File: config.mk
export PLATFORM = sky130hd
export DESIGN_NAME = fpcmp_unit
export DESIGN_NICKNAME = d
export VERILOG_FILES = /design/src/rtl/fpcmp_pkg.sv /design/src/rtl/fpcmp_classify.sv /design/src/rtl/fpcmp_order.sv /design/src/rtl/fpcmp_unit.sv
export SDC_FILE = /design/constraint.sdc
export NUM_CORES = 1
export LEC_CHECK = 0
export ABC_AREA = 1
export BUFFER_PORTS_ARGS = -buffer_cell sky130_fd_sc_hd__buf_2
export CAP_MARGIN = 20
export CORE_ASPECT_RATIO = 0.9
export CORE_MARGIN = 4
export CORE_UTILIZATION = 45
export DETAILED_ROUTE_END_ITERATION = 7
export GPL_TIMING_DRIVEN = 0
export PLACE_DENSITY = 0.71
export RECOVER_POWER = 25
export SLEW_MARGIN = 20
export SYNTH_ARGS = -nofsm -noshare
export SYNTH_HDL_FRONTEND = slang
export SYNTH_HIERARCHICAL = 1
export SYNTH_SLANG_ARGS = --single-unit
export TNS_END_PERCENT = 100
File: constraint.sdc
create_clock -name clk -period 3.55 [get_ports clk]
set_input_delay 0.5325 -clock clk [delete_from_list [all_inputs] [get_ports clk]]
set_output_delay 0.5325 -clock clk [all_outputs]
set_load 0.02 [all_outputs]
File: src/rtl/fpcmp_pkg.sv
// Package: shared encodings for the floating-point compare unit.
// Assumes: a 2-bit condition code and a 2-bit operand class rank.
package fpcmp_pkg;

    // Condition-code values written into the status field.
    typedef enum logic [1:0] {
        CC_EQ = 2'd0,
        CC_LT = 2'd1,
        CC_GT = 2'd2,
        CC_UO = 2'd3
    } cc_e;

    // Operand class ranked by magnitude; NaN is last and never ranked.
    typedef enum logic [1:0] {
        RK_ZERO = 2'd0,
        RK_FIN  = 2'd1,
        RK_INF  = 2'd2,
        RK_NAN  = 2'd3
    } rank_e;

endpackage

File: src/rtl/fpcmp_classify.sv
// Module: fpcmp_classify
// Splits one binary floating-point word into its sign, a class rank,
// a signaling-NaN marker and an unsigned magnitude (exponent and mantissa
// taken together, which orders subnormals and normals alike).
// Assumes: the mantissa MSB marks a quiet NaN.
module fpcmp_classify
    import fpcmp_pkg::*;
#(
    parameter int EXP_W = 8,
    parameter int MAN_W = 23,
    localparam int WORD_W = 1 + EXP_W + MAN_W,
    localparam int MAG_W  = EXP_W + MAN_W
) (
    input  logic [WORD_W-1:0] word,
    output logic              sign,
    output rank_e             rank,
    output logic              snan,
    output logic [MAG_W-1:0]  mag
);
    logic [EXP_W-1:0] exp_f;
    logic [MAN_W-1:0] man_f;
    logic             exp_max;
    logic             exp_min;
    logic             man_nz;

    assign sign  = word[WORD_W-1];
    assign exp_f = word[WORD_W-2 -: EXP_W];
    assign man_f = word[MAN_W-1:0];
    assign mag   = word[MAG_W-1:0];

    assign exp_max = &exp_f;
    assign exp_min = ~|exp_f;
    assign man_nz  = |man_f;

    // Class decode from the exponent and mantissa fields.
    always_comb begin
        if (exp_max && man_nz)      rank = RK_NAN;
        else if (exp_max)           rank = RK_INF;
        else if (exp_min && !man_nz) rank = RK_ZERO;
        else                        rank = RK_FIN;
    end

    assign snan = exp_max && man_nz && !man_f[MAN_W-1];

endmodule

File: src/rtl/fpcmp_order.sv
// Module: fpcmp_order
// Combinational ordering of two classified operands, giving the condition
// code and the invalid-operation flag.
// Assumes: the ranks and magnitudes come from fpcmp_classify.
module fpcmp_order
    import fpcmp_pkg::*;
#(
    parameter int MAG_W = 31
) (
    input  logic             sign_a,
    input  rank_e            rank_a,
    input  logic             snan_a,
    input  logic [MAG_W-1:0] mag_a,
    input  logic             sign_b,
    input  rank_e            rank_b,
    input  logic             snan_b,
    input  logic [MAG_W-1:0] mag_b,
    input  logic             signaling,
    output cc_e              cc,
    output logic             invalid
);
    logic [MAG_W:0] diff;
    logic           borrow;
    logic           diff_nz;
    logic           any_nan;
    logic           both_zero;
    cc_e            mag_cc;
    cc_e            same_cc;

    assign diff      = {1'b0, mag_a} - {1'b0, mag_b};
    assign borrow    = diff[MAG_W];
    assign diff_nz   = |diff[MAG_W-1:0];
    assign any_nan   = (rank_a == RK_NAN) || (rank_b == RK_NAN);
    assign both_zero = (rank_a == RK_ZERO) && (rank_b == RK_ZERO);

    // Magnitude ordering: class rank first, then the subtraction.
    always_comb begin
        if (rank_a < rank_b)       mag_cc = CC_LT;
        else if (rank_a > rank_b)  mag_cc = CC_GT;
        else if (rank_a == RK_INF) mag_cc = CC_EQ;
        else if (borrow)           mag_cc = CC_LT;
        else if (diff_nz)          mag_cc = CC_GT;
        else                       mag_cc = CC_EQ;
    end

    // Reverse the magnitude result when both operands are negative.
    always_comb begin
        if (sign_a && mag_cc == CC_LT)      same_cc = CC_GT;
        else if (sign_a && mag_cc == CC_GT) same_cc = CC_LT;
        else                                same_cc = mag_cc;
    end

    // Final priority: NaN, both zero, sign mismatch, magnitude.
    always_comb begin
        if (any_nan)               cc = CC_UO;
        else if (both_zero)        cc = CC_EQ;
        else if (sign_a != sign_b) cc = sign_a ? CC_LT : CC_GT;
        else                       cc = same_cc;
    end

    // Invalid on a signaling NaN always, on any NaN when signaling.
    assign invalid = snan_a || snan_b || (signaling && any_nan);

endmodule

File: src/rtl/fpcmp_unit.sv
// Module: fpcmp_unit (top)
// Compares two floating-point operands per accepted request and merges the
// 2-bit code into a status register field. It registers the status, the
// invalid flag and a done pulse.
// Assumes: a request is accepted on any cycle with req_valid high (ready is
// always high out of reset). A simultaneous status load supplies the bits
// outside the field.
module fpcmp_unit
    import fpcmp_pkg::*;
#(
    parameter int EXP_W  = 8,
    parameter int MAN_W  = 23,
    parameter int STAT_W = 32,
    parameter int CC_LSB = 10,
    localparam int WORD_W = 1 + EXP_W + MAN_W,
    localparam int MAG_W  = EXP_W + MAN_W
) (
    input  logic              clk,
    input  logic              rst_n,
    input  logic              req_valid,
    output logic              req_ready,
    input  logic              req_signaling,
    input  logic [WORD_W-1:0] op_a,
    input  logic [WORD_W-1:0] op_b,
    input  logic              stat_load,
    input  logic [STAT_W-1:0] stat_din,
    output logic [STAT_W-1:0] status,
    output logic              done,
    output logic              invalid
);
    localparam logic [STAT_W-1:0] CC_MASK = {{(STAT_W-2){1'b0}}, 2'b11} << CC_LSB;

    logic [WORD_W-1:0] ops   [2];
    logic              sign_v[2];
    rank_e             rank_v[2];
    logic              snan_v[2];
    logic [MAG_W-1:0]  mag_v [2];

    cc_e               cc_c;
    logic              inv_c;
    logic              accept;
    logic [STAT_W-1:0] base_c;
    logic [STAT_W-1:0] cc_shift;
    logic [STAT_W-1:0] status_d;

    assign ops[0] = op_a;
    assign ops[1] = op_b;

    // One classifier per operand.
    for (genvar g = 0; g < 2; g++) begin : g_cls
        fpcmp_classify #(
            .EXP_W(EXP_W),
            .MAN_W(MAN_W)
        ) u_cls (
            .word(ops[g]),
            .sign(sign_v[g]),
            .rank(rank_v[g]),
            .snan(snan_v[g]),
            .mag (mag_v[g])
        );
    end

    fpcmp_order #(
        .MAG_W(MAG_W)
    ) u_ord (
        .sign_a   (sign_v[0]),
        .rank_a   (rank_v[0]),
        .snan_a   (snan_v[0]),
        .mag_a    (mag_v[0]),
        .sign_b   (sign_v[1]),
        .rank_b   (rank_v[1]),
        .snan_b   (snan_v[1]),
        .mag_b    (mag_v[1]),
        .signaling(req_signaling),
        .cc       (cc_c),
        .invalid  (inv_c)
    );

    assign req_ready = 1'b1;
    assign accept    = req_valid && req_ready;
    assign cc_shift  = {{(STAT_W-2){1'b0}}, cc_c} << CC_LSB;

    // Next status: the load sets the base and a compare replaces the field.
    always_comb begin
        base_c = stat_load ? stat_din : status;
        if (accept) status_d = (base_c & ~CC_MASK) | cc_shift;
        else        status_d = base_c;
    end

    // Status register, done pulse and invalid flag.
    always_ff @(posedge clk) begin
        if (!rst_n) begin
            status  <= '0;
            done    <= 1'b0;
            invalid <= 1'b0;
        end else begin
            status  <= status_d;
            done    <= accept;
            invalid <= accept && inv_c;
        end
    end

endmodule

After elaboration in Yosys (flattened, before gate mapping)
Cells that the tools add are included.
{"block": "word_totals", "ff_bits": 34, "output_inout_bits": 35}
{"block": "op_classes", "n_eq_ne": 6, "add_sub_neg": 1, "mux": 19, "reduce_logical": 30, "order_cmp": 2, "n_bitwise": 1}
{"op": "two-way mux 32 bit", "n": 2}
{"op": "OR reduction 23 bit", "n": 2}
{"op": "bitwise OR 32 x 12 -> 32 bit", "n": 1}
{"op": "subtractor 31 x 31 -> 32 bit", "n": 1}
{"op": "OR reduction 31 bit", "n": 1}
{"op": "two-way mux 2 bit", "n": 15}
{"op": "AND reduction 8 bit", "n": 2}
{"op": "OR reduction 8 bit", "n": 2}
{"op": "logical AND 1 bit", "n": 11}
{"op": "== test 2 bit (second input constant)", "n": 4}
{"op": "zero test 1 bit", "n": 6}
{"op": "zero test 2 bit", "n": 2}
{"op": "logical OR 1 bit", "n": 3}
{"op": "== test 2 x 1 -> 1 bit (second input constant)", "n": 1}
{"op": "> comparator 2 bit", "n": 1}
{"op": "less-than comparator 2 bit", "n": 1}
{"op": "two-way mux 1 bit", "n": 2}
{"op": "nonzero test 2 bit", "n": 1}
{"op": "!= test 1 bit", "n": 1}

Longest topological paths before layout
{"block": "logic_depth", "depth_word": 19, "ltp_mapped": 27, "mapped_depth_nobuf": 26}

By module
The synthesis kept the hierarchy.
{"mod": "fpcmp_order", "cells_per_inst": 570, "seq_area_each_um2": 0.0, "instances": 1, "area_each_um2": 2740.1}
{"mod": "fpcmp_unit", "cells_per_inst": 156, "seq_area_each_um2": 680.7, "instances": 1, "area_each_um2": 1222.4}
{"mod": "fpcmp_classify", "cells_per_inst": 75, "seq_area_each_um2": 0.0, "instances": 2, "area_each_um2": 412.9}

Worst setup path after synthesis
OpenSTA, ideal clock, no wires.
{"block": "synth_timing", "kind": "input -> register", "start": "in op_a[0]", "end": "reg status[11]", "setup_ps": 118, "slack_ps": 820, "t_arrival_ps": 2612, "stages": 26, "path_buffers": 1, "path_cell_list": "buf_4 -> inv_1 -> ha_1 -> fa_1 -> inv_1 -> nand2_1 -> nand2_1 -> nand3_1 -> nand2_2 -> nand2_2 -> nand2_2 -> nand2_1 -> a21oi_2 -> nand2_1 -> nor2_1 -> nand2_1 -> nor2_1 -> nand3_1 -> nand2_1 -> nand3_1 -> nand2_1 -> nand2_1 -> inv_1 -> a21oi_1 -> nand2_1 -> nor2_1"}
{"block": "synth_via", "elab_chain_len": 19, "word_cells_on_any_way": 32, "classes_between": "add/sub (1); order compare (2); eq/ne (4); mux (14); bitwise (1); reduce/logical (10)"}
{"element": "start: declaration", "line_no": "fpcmp_unit.sv:23", "source": "input logic [WORD_W-1:0] op_a,"}
{"element": "parallel branches: the longest is 16 deep, another holds subtractor 31 x 31 -> 32 bit"}
{"element": "two-way mux 2 bit *", "line_no": "fpcmp_order.sv:55", "source": "if (any_nan) cc = CC_UO;"}
{"element": "via cc_c[1]", "line_no": "fpcmp_unit.sv:39", "source": "cc_e cc_c;"}
{"element": "bitwise OR 32 x 12 -> 32 bit *", "line_no": "fpcmp_unit.sv:86", "source": "if (accept) status_d = (base_c & ~CC_MASK) | cc_shift;"}
{"element": "two-way mux 32 bit *", "line_no": "fpcmp_unit.sv:86"}
{"element": "end signal: assignment", "line_no": "fpcmp_unit.sv:97", "source": "status <= status_d;"}
{"element": "end: declaration", "line_no": "fpcmp_unit.sv:27", "source": "output logic [STAT_W-1:0] status,"}
Mark *: on every way through the listed nets, which the timed path passes.
A chain may end at the register's enable or synchronous reset.

Worst setup path in the final report
{"block": "layout_timing", "start": "in op_a[0]", "end": "reg status[10]"}
The elaborated chain is that of the path after synthesis.

==> qor.txt <==
Outcome: completed
Crit. End Element: flip-flop
DR vias/cell: 4.64
Int Pwr: 0.000967 W
CTS tree: done
CP startpoint kind: input pin
Num CTS Buffers: 5
Flip-flop and latch area: 681 sq um
Vias post-DR: 5316
Largest net degree at the start of global routing: 11
Die Span Y: 106 um
Synthesized area per cell: 5.47 sq um
Core footprint: 10300 sq um
Asr flop ratio synth: 0
Commonest non-fill, non-tap cells in the layout: nand2_1, nor2_1, inv_1, buf_2, buf_4
Pleak: 3.52 nW
Fin. Hold Viols: 0
Ys flop type: dfxtp_1
PwrDens: 270 nW/um^2
Largest fanout on the critical path: 4
Setup violations, final: 0
Dpl hpwl: 11500 um
Fillcell total: 1124
Fin worst setup slack: 0.585 ns
Postcts setup bufs: 0
R2R setup slack: 2.90 ns
Htree depth: 2
Worst reg2reg path depth: 2
Area of the multi-input gates: 2960 sq um
IO buf count: 132
Gate Count Post-Synth: 876
Setup total negative slack: 0 ns
Combinational group share of total power: 0.447
Cts hold-fix bufs: 0
Maximum vdd drop: 0.358 mV
Place WS: 0.299 ns
Grt total ovfl: 0
Syn Std Cell Area: 4790 sq um
Min Tclk post-route: 2.97 ns
Number of global-route vias before repair: 5022
Commonest non-fill, non-tap cell in the layout: nand2_1
Reg clk slew, reported paths: 0.06 ns
Max_cap viols: 0
Gr usage total: 0.218
Post-synth EDFFs: 0
Initial drt markers: 265
Total iterations of the first detailed-routing run: 4
Max-slew violation count: 0
Post-CTS Resized: 0
Arrival time at the worst endpoint: 3.13 ns
Initial antenna violation count: 0
Final Skew: 0 ns
Final antenna-violating net count: 0
Wire length per cell: 11.5 um
Sw Share: 0.376
Min-Delay Path Class: input pin to flip-flop
Area leader, netlist: nand2_1
Die area: 12400 sq um
CTS Sinks: 34
Setup crit end: status[10]$_SDFFE_PN0P_
Initial core utilization: 0.463
Syn nets: 1011
CP Class: input pin to flip-flop
Finished Cell Area: 5750 sq um
FP Rows: 35
Number of diodes: 0
Area growth from synthesis to layout: 20.1%
Global-route wire length before repair: 22500 um
I/O Pins: 136
WL final: 13100 um
Gpl congestion: 0.912
Share of layout cells above drive strength 1: 0.243
Share of the synthesized area in the top cell type: 0.194
CP Launch Point: op_a[0]
Post-synthesis cell type count: 37
Clock power share: 0.281
Overall Power: 0.00155 W
RSZ-0062 raised after global routing: false
Fin crit share: 0.835
Post-synthesis sequential area ratio: 0.142
Fmax: 337 MHz
CTS max path bufs: 2
Fraction of power consumed by sequential logic: 0.272
Required @ worst endpoint: 3.71 ns
Sw Pwr: 0.000583 W
Die width: 117 um
#FFs+latches synth: 34
Nets: 1150
Post-place instance area: 5610 sq um
Syn. warnings: 6
Worst skew pair latency: 0.28 ns
DRC: 0
Synth top area cells: nand2_1, dfxtp_1, nor2_1
CTS root buf: clkbuf_16
[final cells by class]
cell class                      count  share of cell area
Buffer                             75              0.0982
Clock buffer                        7              0.0248
Clock inverter                      1            0.000871
Inverter                          155               0.101
Multi-Input combinational cell    612               0.514
Sequential cell                    34               0.118
Tap cell                          129              0.0281
Timing Repair Buffer              132               0.114
[power groups by stage]
stage	clock [W]	sequential, W	combinational (W)
global route	0.000454	0.000424	0.000791
CTS	0.000439	0.000420	0.000693
global placement	0	0.000427	0.000687
floorplan	0	0.000460	0.000460
finish	0.000436	0.000421	0.000693
detailed placement	0	0.000427	0.000690
[cell families (layout without fill, tap and decap cells)]
family | Yosys count | in the layout | share of synthesized area
AOI/OAI and AO/OA | 81 | 81 | 0.0982
xor gates and xnor gates | 1 | 1 | 0.00183
adders and majority gates | 34 | 34 | 0.0904
buffers and inverters | 230 | 370 | 0.241
DFF | 34 | 34 | 0.142
other | 1 | 1 | 0.000783
and+or+nand+nor | 495 | 495 | 0.426
[synth_stat cells (2+ instances only)]
cell type,number
nor2_2,10
nand4_1,11
o21bai_1,3
a21oi_2,7
clkbuf_2,3
nor2_1,154
inv_2,4
buf_4,65
nand3b_1,3
a21o_1,2
buf_6,4
nand3_1,42
inv_1,151
ha_1,33
nand2_2,13
nand2_1,248
nor3_1,8
o21ai_0,34
clkbuf_4,3
dfxtp_1,34
a21oi_1,28
[worst max-delay path, stage by stage]
cell and delay (ns):
buf_2 0.09, buf_4 0.09, inv_1 0.03, ha_1 0.21, fa_1 0.41, inv_1 0.13, nand2_1 0.06, nand2_1 0.07
nand3_1 0.10, nand2_2 0.13, nand2_2 0.07, nand2_2 0.08, nand2_1 0.07, a21oi_2 0.12, nand2_1 0.06, nor2_1 0.08
nand2_1 0.07, nor2_1 0.12, nand3_1 0.13, nand2_1 0.12, nand3_1 0.07, nand2_1 0.06, nand2_1 0.05, inv_1 0.05
a21oi_1 0.05, nand2_1 0.06, nor2_1 0.04
[layer usage]
metal	part of all wire	global-route usage
met4	0.021	0.0573
met1	0.46	0.298
met5	0	0
met3	0.087	0.0522
met2	0.43	0.340
[worst min-delay path by stage]
| stage | from | endpoint | cells past startpoint |
|---|---|---|---|
| after floorplan | flip-flop | flip-flop | 2 |
| after CTS | stat_din[30] | flip-flop | 3 |
| after global placement | flip-flop | flip-flop | 2 |
| after global routing | stat_din[1] | flip-flop | 3 |
| final | stat_din[0] | flip-flop | 3 |
| after detailed placement | flip-flop | flip-flop | 2 |
[through the flow]
| stage | std cells | hold slack (ns) | utilization |
|---|---|---|---|
| 4_1_cts | 1145 | 0.479 | 0.557 |
| 3_5_place_dp | 1137 | 0.478 | 0.543 |
| 5_1_grt | 1145 | 0.492 | 0.556 |
| 6_report | 1145 | 0.480 | 0.556 |
| 3_3_place_gp | 1137 | 0.476 | 0.543 |
| 2_1_floorplan | 876 | 0.590 | - |
Power figures use the tool's default switching activity.
